### config.mk
export PLATFORM = sky130hd
export DESIGN_NAME = dual_stage_wdog
export DESIGN_NICKNAME = d
export VERILOG_FILES = /design/src/rtl/wdog_pkg.sv /design/src/rtl/wdog_addr_dec.sv /design/src/rtl/wdog_cmp_core.sv /design/src/rtl/dual_stage_wdog.sv
export SDC_FILE = /design/constraint.sdc
export NUM_CORES = 1
export LEC_CHECK = 0
export CAP_MARGIN = 0
export CELL_PAD_IN_SITES_DETAIL_PLACEMENT = 0
export CELL_PAD_IN_SITES_GLOBAL_PLACEMENT = 1
export CORE_MARGIN = 5
export CORE_UTILIZATION = 40
export DETAILED_ROUTE_END_ITERATION = 16
export PLACE_DENSITY_LB_ADDON = 0.1
export SYNTH_ARGS = -nofsm -noshare
export SYNTH_HDL_FRONTEND = slang
export SYNTH_SLANG_ARGS = --single-unit
### constraint.sdc
create_clock -name clk -period 6.09 [get_ports clk]
set_clock_uncertainty 0.15 [all_clocks]
set_input_delay 1.218 -clock clk [delete_from_list [all_inputs] [get_ports clk]]
set_output_delay 1.218 -clock clk [all_outputs]
set_load 0.02 [all_outputs]
### src/rtl/wdog_pkg.sv
package wdog_pkg;

    localparam int DATA_W = 32;
    localparam int CNT_W  = 64;
    localparam int ADDR_W = 12;

    localparam logic [ADDR_W-1:0] A_CTRL    = 12'h000;
    localparam logic [ADDR_W-1:0] A_TMO     = 12'h008;
    localparam logic [ADDR_W-1:0] A_DL_LO   = 12'h010;
    localparam logic [ADDR_W-1:0] A_DL_HI   = 12'h014;
    localparam logic [ADDR_W-1:0] A_SERVICE = 12'h000;
    localparam logic [ADDR_W-1:0] A_IDENT   = 12'hFCC;
    localparam logic [ADDR_W-1:0] A_PID2    = 12'hFE8;

    typedef enum logic [2:0] {
        RS_NONE,
        RS_CTRL,
        RS_TMO,
        RS_DL_LO,
        RS_DL_HI,
        RS_IDENT,
        RS_PID2
    } rsel_e;

    typedef struct packed {
        logic              en;
        logic              s0;
        logic              s1;
        logic [DATA_W-1:0] tmo;
        logic [CNT_W-1:0]  dl;
    } core_st_t;

endpackage

### src/rtl/wdog_addr_dec.sv
module wdog_addr_dec
    import wdog_pkg::*;
(
    input  logic              req_valid,
    input  logic              req_write,
    input  logic              req_frame,
    input  logic [ADDR_W-1:0] req_addr,
    output logic              wr_ctrl,
    output logic              wr_tmo,
    output logic              wr_service,
    output rsel_e             rsel
);

    logic wr_go;
    logic rd_go;

    always_comb begin
        wr_go      = req_valid && req_write;
        rd_go      = req_valid && !req_write;
        wr_ctrl    = wr_go && !req_frame && (req_addr == A_CTRL);
        wr_tmo     = wr_go && !req_frame && (req_addr == A_TMO);
        wr_service = wr_go &&  req_frame && (req_addr == A_SERVICE);

        rsel = RS_NONE;
        if (rd_go) begin
            if (req_addr == A_IDENT) begin
                rsel = RS_IDENT;
            end else if (req_addr == A_PID2) begin
                rsel = RS_PID2;
            end else if (!req_frame) begin
                case (req_addr)
                    A_CTRL:  rsel = RS_CTRL;
                    A_TMO:   rsel = RS_TMO;
                    A_DL_LO: rsel = RS_DL_LO;
                    A_DL_HI: rsel = RS_DL_HI;
                    default: rsel = RS_NONE;
                endcase
            end
        end
    end

    // Only one write strobe can be active at a time.
    always_comb begin
        AST_ONE_WRITE_STROBE: assert ($onehot0({wr_ctrl, wr_tmo, wr_service}));
    end

endmodule

### src/rtl/wdog_cmp_core.sv
module wdog_cmp_core
    import wdog_pkg::*;
(
    input  logic              clk,
    input  logic              rst_n,
    input  logic [CNT_W-1:0]  sys_cnt,
    input  logic              wr_ctrl,
    input  logic              wr_tmo,
    input  logic              wr_service,
    input  logic [DATA_W-1:0] wdata,
    output core_st_t          st
);

    core_st_t st_d;
    core_st_t st_q;
    logic     reload;
    logic     expired;

    always_comb begin
        st_d    = st_q;
        reload  = wr_ctrl || wr_tmo || wr_service;
        expired = (sys_cnt >= st_q.dl);

        if (wr_tmo) begin
            st_d.tmo = wdata;
        end
        if (wr_ctrl) begin
            st_d.en = wdata[0];
        end

        if (reload) begin
            // Uses the new timeout when this same write changes it.
            st_d.dl = sys_cnt + CNT_W'(st_d.tmo);
            st_d.s0 = 1'b0;
            st_d.s1 = 1'b0;
        end else if (st_q.en && expired) begin
            if (!st_q.s0) begin
                st_d.s0 = 1'b1;
                st_d.dl = sys_cnt + CNT_W'(st_q.tmo);
            end else begin
                st_d.s1 = 1'b1;
            end
        end
    end

    always_ff @(posedge clk or negedge rst_n) begin
        if (!rst_n) begin
            st_q <= '0;
        end else begin
            st_q <= st_d;
        end
    end

    assign st = st_q;

    AST_RELOAD_CLEARS_STAGES: assert property (@(posedge clk) disable iff (!rst_n)
        reload |=> (!st_q.s0 && !st_q.s1));

    AST_RELOAD_DEADLINE: assert property (@(posedge clk) disable iff (!rst_n)
        reload |=> (st_q.dl == $past(sys_cnt) + CNT_W'(st_q.tmo)));

    AST_FIRST_EXPIRY: assert property (@(posedge clk) disable iff (!rst_n)
        (st_q.en && !st_q.s0 && !reload && expired) |=> st_q.s0);

    AST_STAGE1_AFTER_STAGE0: assert property (@(posedge clk) disable iff (!rst_n)
        st_q.s1 |-> st_q.s0);

    AST_STAGE1_KEEPS_DEADLINE: assert property (@(posedge clk) disable iff (!rst_n)
        (st_q.s1 && !reload) |=> $stable(st_q.dl));

    AST_IDLE_WHEN_OFF: assert property (@(posedge clk) disable iff (!rst_n)
        !st_q.en |-> (!st_q.s0 && !st_q.s1));

endmodule

### src/rtl/dual_stage_wdog.sv
module dual_stage_wdog
    import wdog_pkg::*;
#(
    parameter logic [3:0]        REVISION   = 4'h3,
    parameter logic [10:0]       IMPL_CODE  = 11'h43B,
    parameter logic [DATA_W-1:0] PERIPH_ID2 = 32'h0000_000B
) (
    input  logic              clk,
    input  logic              rst_n,
    input  logic [CNT_W-1:0]  sys_cnt,
    input  logic              req_valid,
    input  logic              req_write,
    input  logic              req_frame,
    input  logic [ADDR_W-1:0] req_addr,
    input  logic [DATA_W-1:0] req_wdata,
    output logic [DATA_W-1:0] rd_data,
    output logic              irq_stage0,
    output logic              reset_req
);

    localparam logic [3:0]        ARCH_VER   = 4'h0;
    localparam logic [DATA_W-1:0] IDENT_WORD = {12'h000, ARCH_VER, REVISION,
                                                IMPL_CODE[10:7], 1'b0, IMPL_CODE[6:0]};

    logic              wr_ctrl;
    logic              wr_tmo;
    logic              wr_service;
    rsel_e             rsel;
    core_st_t          st;
    logic [DATA_W-1:0] rd_d;
    logic [DATA_W-1:0] rd_q;

    wdog_addr_dec u_dec (
        .req_valid  (req_valid),
        .req_write  (req_write),
        .req_frame  (req_frame),
        .req_addr   (req_addr),
        .wr_ctrl    (wr_ctrl),
        .wr_tmo     (wr_tmo),
        .wr_service (wr_service),
        .rsel       (rsel)
    );

    wdog_cmp_core u_core (
        .clk        (clk),
        .rst_n      (rst_n),
        .sys_cnt    (sys_cnt),
        .wr_ctrl    (wr_ctrl),
        .wr_tmo     (wr_tmo),
        .wr_service (wr_service),
        .wdata      (req_wdata),
        .st         (st)
    );

    always_comb begin
        rd_d = rd_q;
        if (req_valid && !req_write) begin
            case (rsel)
                RS_CTRL:  rd_d = {{(DATA_W-3){1'b0}}, st.s1, st.s0, st.en};
                RS_TMO:   rd_d = st.tmo;
                RS_DL_LO: rd_d = st.dl[DATA_W-1:0];
                RS_DL_HI: rd_d = st.dl[CNT_W-1:DATA_W];
                RS_IDENT: rd_d = IDENT_WORD;
                RS_PID2:  rd_d = PERIPH_ID2;
                default:  rd_d = '0;
            endcase
        end
    end

    always_ff @(posedge clk or negedge rst_n) begin
        if (!rst_n) begin
            rd_q <= '0;
        end else begin
            rd_q <= rd_d;
        end
    end

    assign rd_data    = rd_q;
    assign irq_stage0 = st.en && st.s0;
    assign reset_req  = st.en && st.s1;

    AST_RESET_REQ_NEEDS_IRQ: assert property (@(posedge clk) disable iff (!rst_n)
        reset_req |-> irq_stage0);

    AST_IDENT_ARCH_ZERO: assert property (@(posedge clk) disable iff (!rst_n)
        (req_valid && !req_write && req_addr == A_IDENT) |=> (rd_data[19:16] == 4'h0));

endmodule

==> results of run 1 <==
[cell type report]
| class | count | area [um2] | area share [%] |
|---|---|---|---|
| flip-flops and latches | 131 | 3278 | 26.32 |
| inverters | 81 | 304.0 | 2.441 |
| repair buffers | 173 | 1715 | 13.77 |
| multi-input cells | 843 | 6145 | 49.34 |
| well taps | 324 | 405.4 | 3.255 |
| clock inverters | 15 | 180.2 | 1.447 |
| clock buffers | 17 | 425.4 | 3.416 |
[per-stage QoR]
step / area (um2) / instances / hold WS (ns) / power [W] / util, %
2_1_floorplan: 9943 / 1105 / 0.3193 / 0.001024 / -
3_3_place_gp: 11850 / 1552 / 0.3311 / 0.001188 / 48.57
3_5_place_dp: 11850 / 1552 / 0.3390 / 0.001188 / 48.57
4_1_cts: 12450 / 1584 / 0.3543 / 0.002278 / 51.06
5_1_grt: 12450 / 1584 / 0.3764 / 0.002342 / 51.06
6_report: 12450 / 1584 / 0.3490 / 0.002252 / 51.06
[cells in the mapped netlist (6+ instances only)]
cell type	n	area, um2
nor3_1	13	65.06
nand2_1	93	349.1
ha_1	96	1201
o21ai_1	16	80.08
or3_1	7	43.79
a22oi_1	57	427.9
o21ai_0	37	185.2
a211oi_1	7	52.55
xor2_1	19	166.4
o211ai_1	6	45.04
clkbuf_1	26	97.59
nand4_1	23	143.9
nand2b_1	7	43.79
inv_1	81	304.0
and3_1	8	50.05
dfrtp_1	131	3278
mux2_2	65	732.0
a221oi_1	6	52.55
o2111ai_1	9	78.83
buf_2	17	85.08
a21o_1	24	180.2
nor2_1	78	292.8
mux2_1	6	67.56
xnor2_1	35	306.5
nand3_1	35	175.2
a21oi_1	94	470.5
a31oi_1	15	93.84
[critical path: cells and delay by family]
family	cells	cell delay [ns]
AO/OA/AOI/OAI	5	1.34
XOR/XNOR	1	0.07
adder cells (fa/ha/maj)	1	0.36
buffers and inverters	3	0.80
multiplexers	2	0.60
AND/OR/NAND/NOR	5	1.21
[where the power goes]
part / total, W / switching (W) / internal (W)
registers: 0.000895 / 0.0000137 / 0.000881
logic: 0.000278 / 0.000148 / 0.000130
clock network: 0.00108 / 0.000432 / 0.000647
[how the worst min path moves through the flow]
stage | start | to | depth (start not counted)
floorplan | u_core.st[19]$_DFFE_PN0P_ | rd_data[19]$_DFFE_PN0P_ | 2
global placement | u_core.st[15]$_DFFE_PN0P_ | rd_data[15]$_DFFE_PN0P_ | 2
detailed placement | u_core.st[15]$_DFFE_PN0P_ | rd_data[15]$_DFFE_PN0P_ | 2
CTS | u_core.st[15]$_DFFE_PN0P_ | rd_data[15]$_DFFE_PN0P_ | 2
global route | u_core.st[14]$_DFFE_PN0P_ | rd_data[14]$_DFFE_PN0P_ | 2
finish | rd_data[13]$_DFFE_PN0P_ | rd_data[13]$_DFFE_PN0P_ | 2
[cells by family (layout without fill, tap and decap cells)]
logic type      Yosys count  in the layout  share of synthesized area (%)
mux                      76             76                          8.544
xor+xnor                 54             54                          4.756
buf+inv                 131            286                          5.562
flops                   131            131                          32.97
fa+ha+maj                97             97                          12.28
simple gates            303            303                          14.91
compound gates          313            313                          20.98
[layer usage]
metal | GRT usage, % | part of all wire (%)
met5 | 0 | 0
met1 | 31.90 | 48
met2 | 34.57 | 44
met3 | 4.314 | 4.8
met4 | 7.410 | 2.5
==> metrics.cfg, run 1 <==
[status]
status = complete, no violations

[sta]
setup_viol = 0
fin_setup_tns_ns = 0
rsz0062_at_grt = false
max_freq_mhz = 182.3
period_share_pct = 90.08
worst_pin_slew_ns = 0.9123
fin_ws_ns = 0.6040
maxSlewHeadroom_pct = 39.18
min_period_ns = 5.486
hold_violations = 0
slew_viol_final = 0

[synthesis]
yosysSeqAreaShare_pct = 32.97
synthesis.area_um2 = 9943
syn-num-nets = 1315
yosys_warnings = 0
avgSynthCellArea_um2 = 8.998
yosysUniqueCellTypes = 72
synth-edff-count = 0
ys_ff_latch = 131
synth-async-reset-ratio_pct = 100.0
synthFlopType = dfrtp_1
synth_cells = 1105

[clocking]
path_clk_slew_ns = 0.06
cts_hold_buf = 0
cts_tree = built
clock-sinks = 131
cts_root_buf = clkbuf_16
cts_made_buffers = 17
cts_resized = 0
clock_latency_ns = 0.43
post-cts-setup-buffer-count = 0
cts_max_level = 4
clk_path_buf_depth = 2

[global_route]
gr-total-overflow = 0
grt_pass1_wl_um = 49710
first_global_vias = 8713
grt_max_degree = 92
antenna_found_initial = 0
track_usage_pct = 22.48

[drt]
drtPass1Iterations = 5
drc_errors = 0
post_drt_wl_per_cell_um = 20.13
drt-initial-drc-count = 675
ant_nets = 0
totalWireLength_um = 31880
viasPerCell = 5.572
dr_total_vias = 8826

[critical_path]
startpoint_type = primary input
crit_type = primary input to flip-flop
cp.required_ns = 6.24
end_kind = flip-flop
rr_endpoint = u_core.st[41]$_DFFE_PN0P_
r2r_start = u_core.st[38]$_DFFE_PN0P_
slowest_stage = clkdlybuf4s50_1
rr_worst_depth = 14
cpMostUsedCell = nor4_1
r2r_setup_slack_ns = 2.49
path_max_fanout = 64
arrival_ns = 5.64
critPathLaunch = req_addr[9]
critPathCapture = u_core.st[32]$_DFFE_PN0P_
path_cells = clkdlybuf4s50_1 -> nor4_1 -> nand2_1 -> nor3_1 -> buf_4 -> nand3_4 -> buf_12 -> mux2_2 -> ha_1 -> a211oi_1 -> o32ai_1 -> nor4_1 -> o21ai_1 -> a21oi_2 -> o21a_1 -> xnor2_1 -> mux2_1
slowest_delay_ns = 0.42

[finish]
final_common_cell = clkdlybuf4s50_1
diodes = 0
finalNetCount = 1457
nFillCells = 2331
most-common-layout-cells = clkdlybuf4s50_1 (145), dfrtp_1 (131), ha_1 (96)
drive_above_1_share_pct = 12.14
syn_to_final_growth_pct = 25.24

[pwr]
power.density_nw_per_um2 = 180.8
peakVddDrop_v = 0.0001598
leakagePower_nw = 5.600

[die]
coreArea_um2 = 24390
die-area_um2 = 28110
die_x_um = 167.7
initial_core_util_pct = 40.77
die_y_um = 167.7
rows = 57
io-pin-count = 147

[placed_design]
gp_congestion = 0.8766
pre_cts_ws_ns = 0.09994
hpwl_um = 24690
port_buffers = 146

[min_path]
worstHoldPathType = flip-flop to flip-flop

[job]
maxCapViolCount = 0

Power figures use the tool's default switching activity.
==> run 2, diff against run 1 <==
--- a/config.mk
+++ b/config.mk
@@ -8,8 +8,8 @@
 export CAP_MARGIN = 0
 export CELL_PAD_IN_SITES_DETAIL_PLACEMENT = 0
 export CELL_PAD_IN_SITES_GLOBAL_PLACEMENT = 1
-export CORE_MARGIN = 5
-export CORE_UTILIZATION = 40
+export CORE_MARGIN = 2
+export CORE_UTILIZATION = 30
 export DETAILED_ROUTE_END_ITERATION = 16
 export PLACE_DENSITY_LB_ADDON = 0.1
 export SYNTH_ARGS = -nofsm -noshare
==> run 2 against run 1 <==
Compared with the run above:
- hold slack better by 0.0022 ns
- sequential power about the same
- critical path type unchanged
- final cell count up 7.5%
- design area up 0.69%
- combinational power up 1%
- largest cell class unchanged
- setup slack better by 0.11 ns
- clock power down 9%
- register-to-register slack worse by 0.03 ns
- flip-flop and latch count unchanged
==> metrics.cfg, run 2 (synthesized netlist as in run 1, its figures left out) <==
[finish]
finalNetCount = 1458
post-route-util_pct = 38.44
diodes = 0
syn_to_final_growth_pct = 26.11
drive_above_1_share_pct = 12.05
nFillCells = 3353
final_common_cell = clkdlybuf4s50_1
most-common-layout-cells = clkdlybuf4s50_1 (145), dfrtp_1 (131), ha_1 (96)

[sta]
worst_pin_slew_ns = 0.8771
fin_setup_tns_ns = 0
min_period_ns = 5.380
maxSlewHeadroom_pct = 40.99
period_share_pct = 88.35
rsz0062_at_grt = false
slew_viol_final = 0
hold_violations = 0
max_freq_mhz = 185.9
setup_viol = 0

[critical_path]
rr_endpoint = u_core.st[36]$_DFFE_PN0P_
r2r_start = u_core.st[43]$_DFFE_PN0P_
slowest_stage = clkdlybuf4s50_1
end_kind = flip-flop
rr_worst_depth = 14
slowest_delay_ns = 0.42
crit_cells = 18
cpLargestDelayFamily = buffers and inverters
r2r_setup_slack_ns = 2.46
critPathCapture = u_core.st[53]$_DFFE_PN0P_
arrival_ns = 5.53
crit_type = primary input to flip-flop
cpMostUsedCell = buf_4
startpoint_type = primary input
path_max_fanout = 24
path_cells = clkdlybuf4s50_1 -> nor4_1 -> nand2_1 -> nor3_1 -> buf_4 -> nand3_4 -> buf_4 -> mux2_2 -> ha_1 -> nand2_1 -> o21ai_0 -> nor3_1 -> buf_4 -> a211oi_4 -> buf_4 -> o2111ai_1 -> xnor2_1 -> mux2_1
critPathLaunch = req_addr[9]
path_buf_inv = 5
cp.required_ns = 6.24

[global_route]
grt_max_degree = 53
first_global_vias = 8862
antenna_found_initial = 0
grt_pass1_wl_um = 53280
gr-total-overflow = 0
track_usage_pct = 20.59

[drt]
ant_nets = 0
drtPass1Iterations = 5
post_drt_wl_per_cell_um = 20.39
wl_met3_um = 1378
route.met2.wl_um = 15530
viasPerCell = 5.146
dr_total_vias = 8763
highest_layer = met4
totalWireLength_um = 34730
wl_met1_um = 17550
drc_errors = 0
drt-initial-drc-count = 459

[die]
die_y_um = 186.1
io-pin-count = 147
rows = 66
die_x_um = 186.1
initial_core_util_pct = 30.48
coreArea_um2 = 32620
die-area_um2 = 34620

[clocking]
clock-sinks = 131
cts_max_level = 4
path_clk_slew_ns = 0.07
post-cts-setup-buffer-count = 0
cts_resized = 0
cts_tree = built
clk_path_buf_depth = 2
cts_root_buf = clkbuf_16
clock_latency_ns = 0.43
cts_made_buffers = 17
cts_hold_buf = 0

[pwr]
p_int_w = 0.001538
peakVddDrop_v = 0.0001785
leakagePower_nw = 5.548
sw_frac_of_total_pct = 28.94
clkPwrFrac_pct = 45.6
power.density_nw_per_um2 = 172.6
p_switching_w = 0.0006264
sequentialPowerShare_pct = 41.4
comb_power_share_pct = 13.0

[job]
maxCapViolCount = 0

[placed_design]
gp_congestion = 0.8541
hpwl_um = 27020
port_buffers = 146

[min_path]
worstHoldPathType = flip-flop to flip-flop
hold_path_depth = 2

[status]
status = complete, no violations

==> run 2: cell types whose count changed in the layout (fill, tap and decap cells not counted), sizes merged <==
cell / delta
buf: +1
bufinv: -3
inv: +2
clkbuf: +2
clkinvlp: +5
clkinv: -6
==> run 2: per-layer routing <==
metal	vias to the layer above	track usage, %
met2	185	32.79
met4	0	3.937
met5	-	0
li1	4338	-
met1	4227	29.77
met3	13	2.817
==> run 2: worst reg2reg max path, stage by stage (launching register included) <==
cell,delay (ns)
dfrtp_1,0.55
inv_1,0.08
ha_1,0.32
nand4_1,0.16
nor4bb_1,0.31
buf_4,0.19
o2111ai_1,0.22
a31oi_1,0.25
buf_4,0.17
nor4b_2,0.06
o31ai_4,0.34
buf_12,0.30
buf_4,0.27
nor2_1,0.06
a21oi_1,0.13
==> run 2: worst min-delay path by stage <==
stage / from / to / slack, ns
6_report: u_core.st[14]$_DFFE_PN0P_ / rd_data[14]$_DFFE_PN0P_ / 0.35
4_1_cts: u_core.st[14]$_DFFE_PN0P_ / rd_data[14]$_DFFE_PN0P_ / 0.35
3_3_place_gp: u_core.st[17]$_DFFE_PN0P_ / rd_data[17]$_DFFE_PN0P_ / 0.33
2_1_floorplan: u_core.st[19]$_DFFE_PN0P_ / rd_data[19]$_DFFE_PN0P_ / 0.32
5_1_grt: u_core.st[14]$_DFFE_PN0P_ / rd_data[14]$_DFFE_PN0P_ / 0.40
3_5_place_dp: u_core.st[14]$_DFFE_PN0P_ / rd_data[14]$_DFFE_PN0P_ / 0.34
==> run 2: through the flow <==
step | area, um2 | hold slack (ns) | power (W) | setup WS, ns | std cells
detailed placement | 12000 | 0.3383 | 0.001196 | 0.2131 | 1671
floorplan | 9943 | 0.3193 | 0.001024 | 0.8867 | 1105
global route | 12540 | 0.3958 | 0.002249 | 0.2605 | 1703
global placement | 12000 | 0.3329 | 0.001197 | 0.2381 | 1671
finish | 12540 | 0.3511 | 0.002164 | 0.7098 | 1703
CTS | 12540 | 0.3533 | 0.002191 | 0.6381 | 1703
==> run 2: layout make-up <==
type                       count  area, um2  area share, %
multi-input combinational    843       6145          49.00
sequential                   131       3278          26.14
timing repair buffer         174       1723          13.74
tap                          442      553.0          4.410
clock buffer                  19      432.9          3.452
inverter                      81      304.0          2.425
clock inverter                13      103.9         0.8282
==> run 2: power by group through the flow <==
stage	Clock, W	Combinational, W	Sequential (W)
after floorplan	0	0.000121	0.000903
after global placement	0	0.000285	0.000912
after detailed placement	0	0.000284	0.000912
after CTS	0.00101	0.000286	0.000895
after global routing	0.00104	0.000315	0.000896
final	0.000987	0.000282	0.000895
==> run 3, diff against run 2 <==
--- a/config.mk
+++ b/config.mk
@@ -11,6 +11,7 @@
 export CORE_MARGIN = 2
 export CORE_UTILIZATION = 30
 export DETAILED_ROUTE_END_ITERATION = 16
+export HOLD_SLACK_MARGIN = 0.03
 export PLACE_DENSITY_LB_ADDON = 0.1
 export SYNTH_ARGS = -nofsm -noshare
 export SYNTH_HDL_FRONTEND = slang
==> results of run 3 <==
No change in the layout: final DEF, timing and power equal those of run 2.
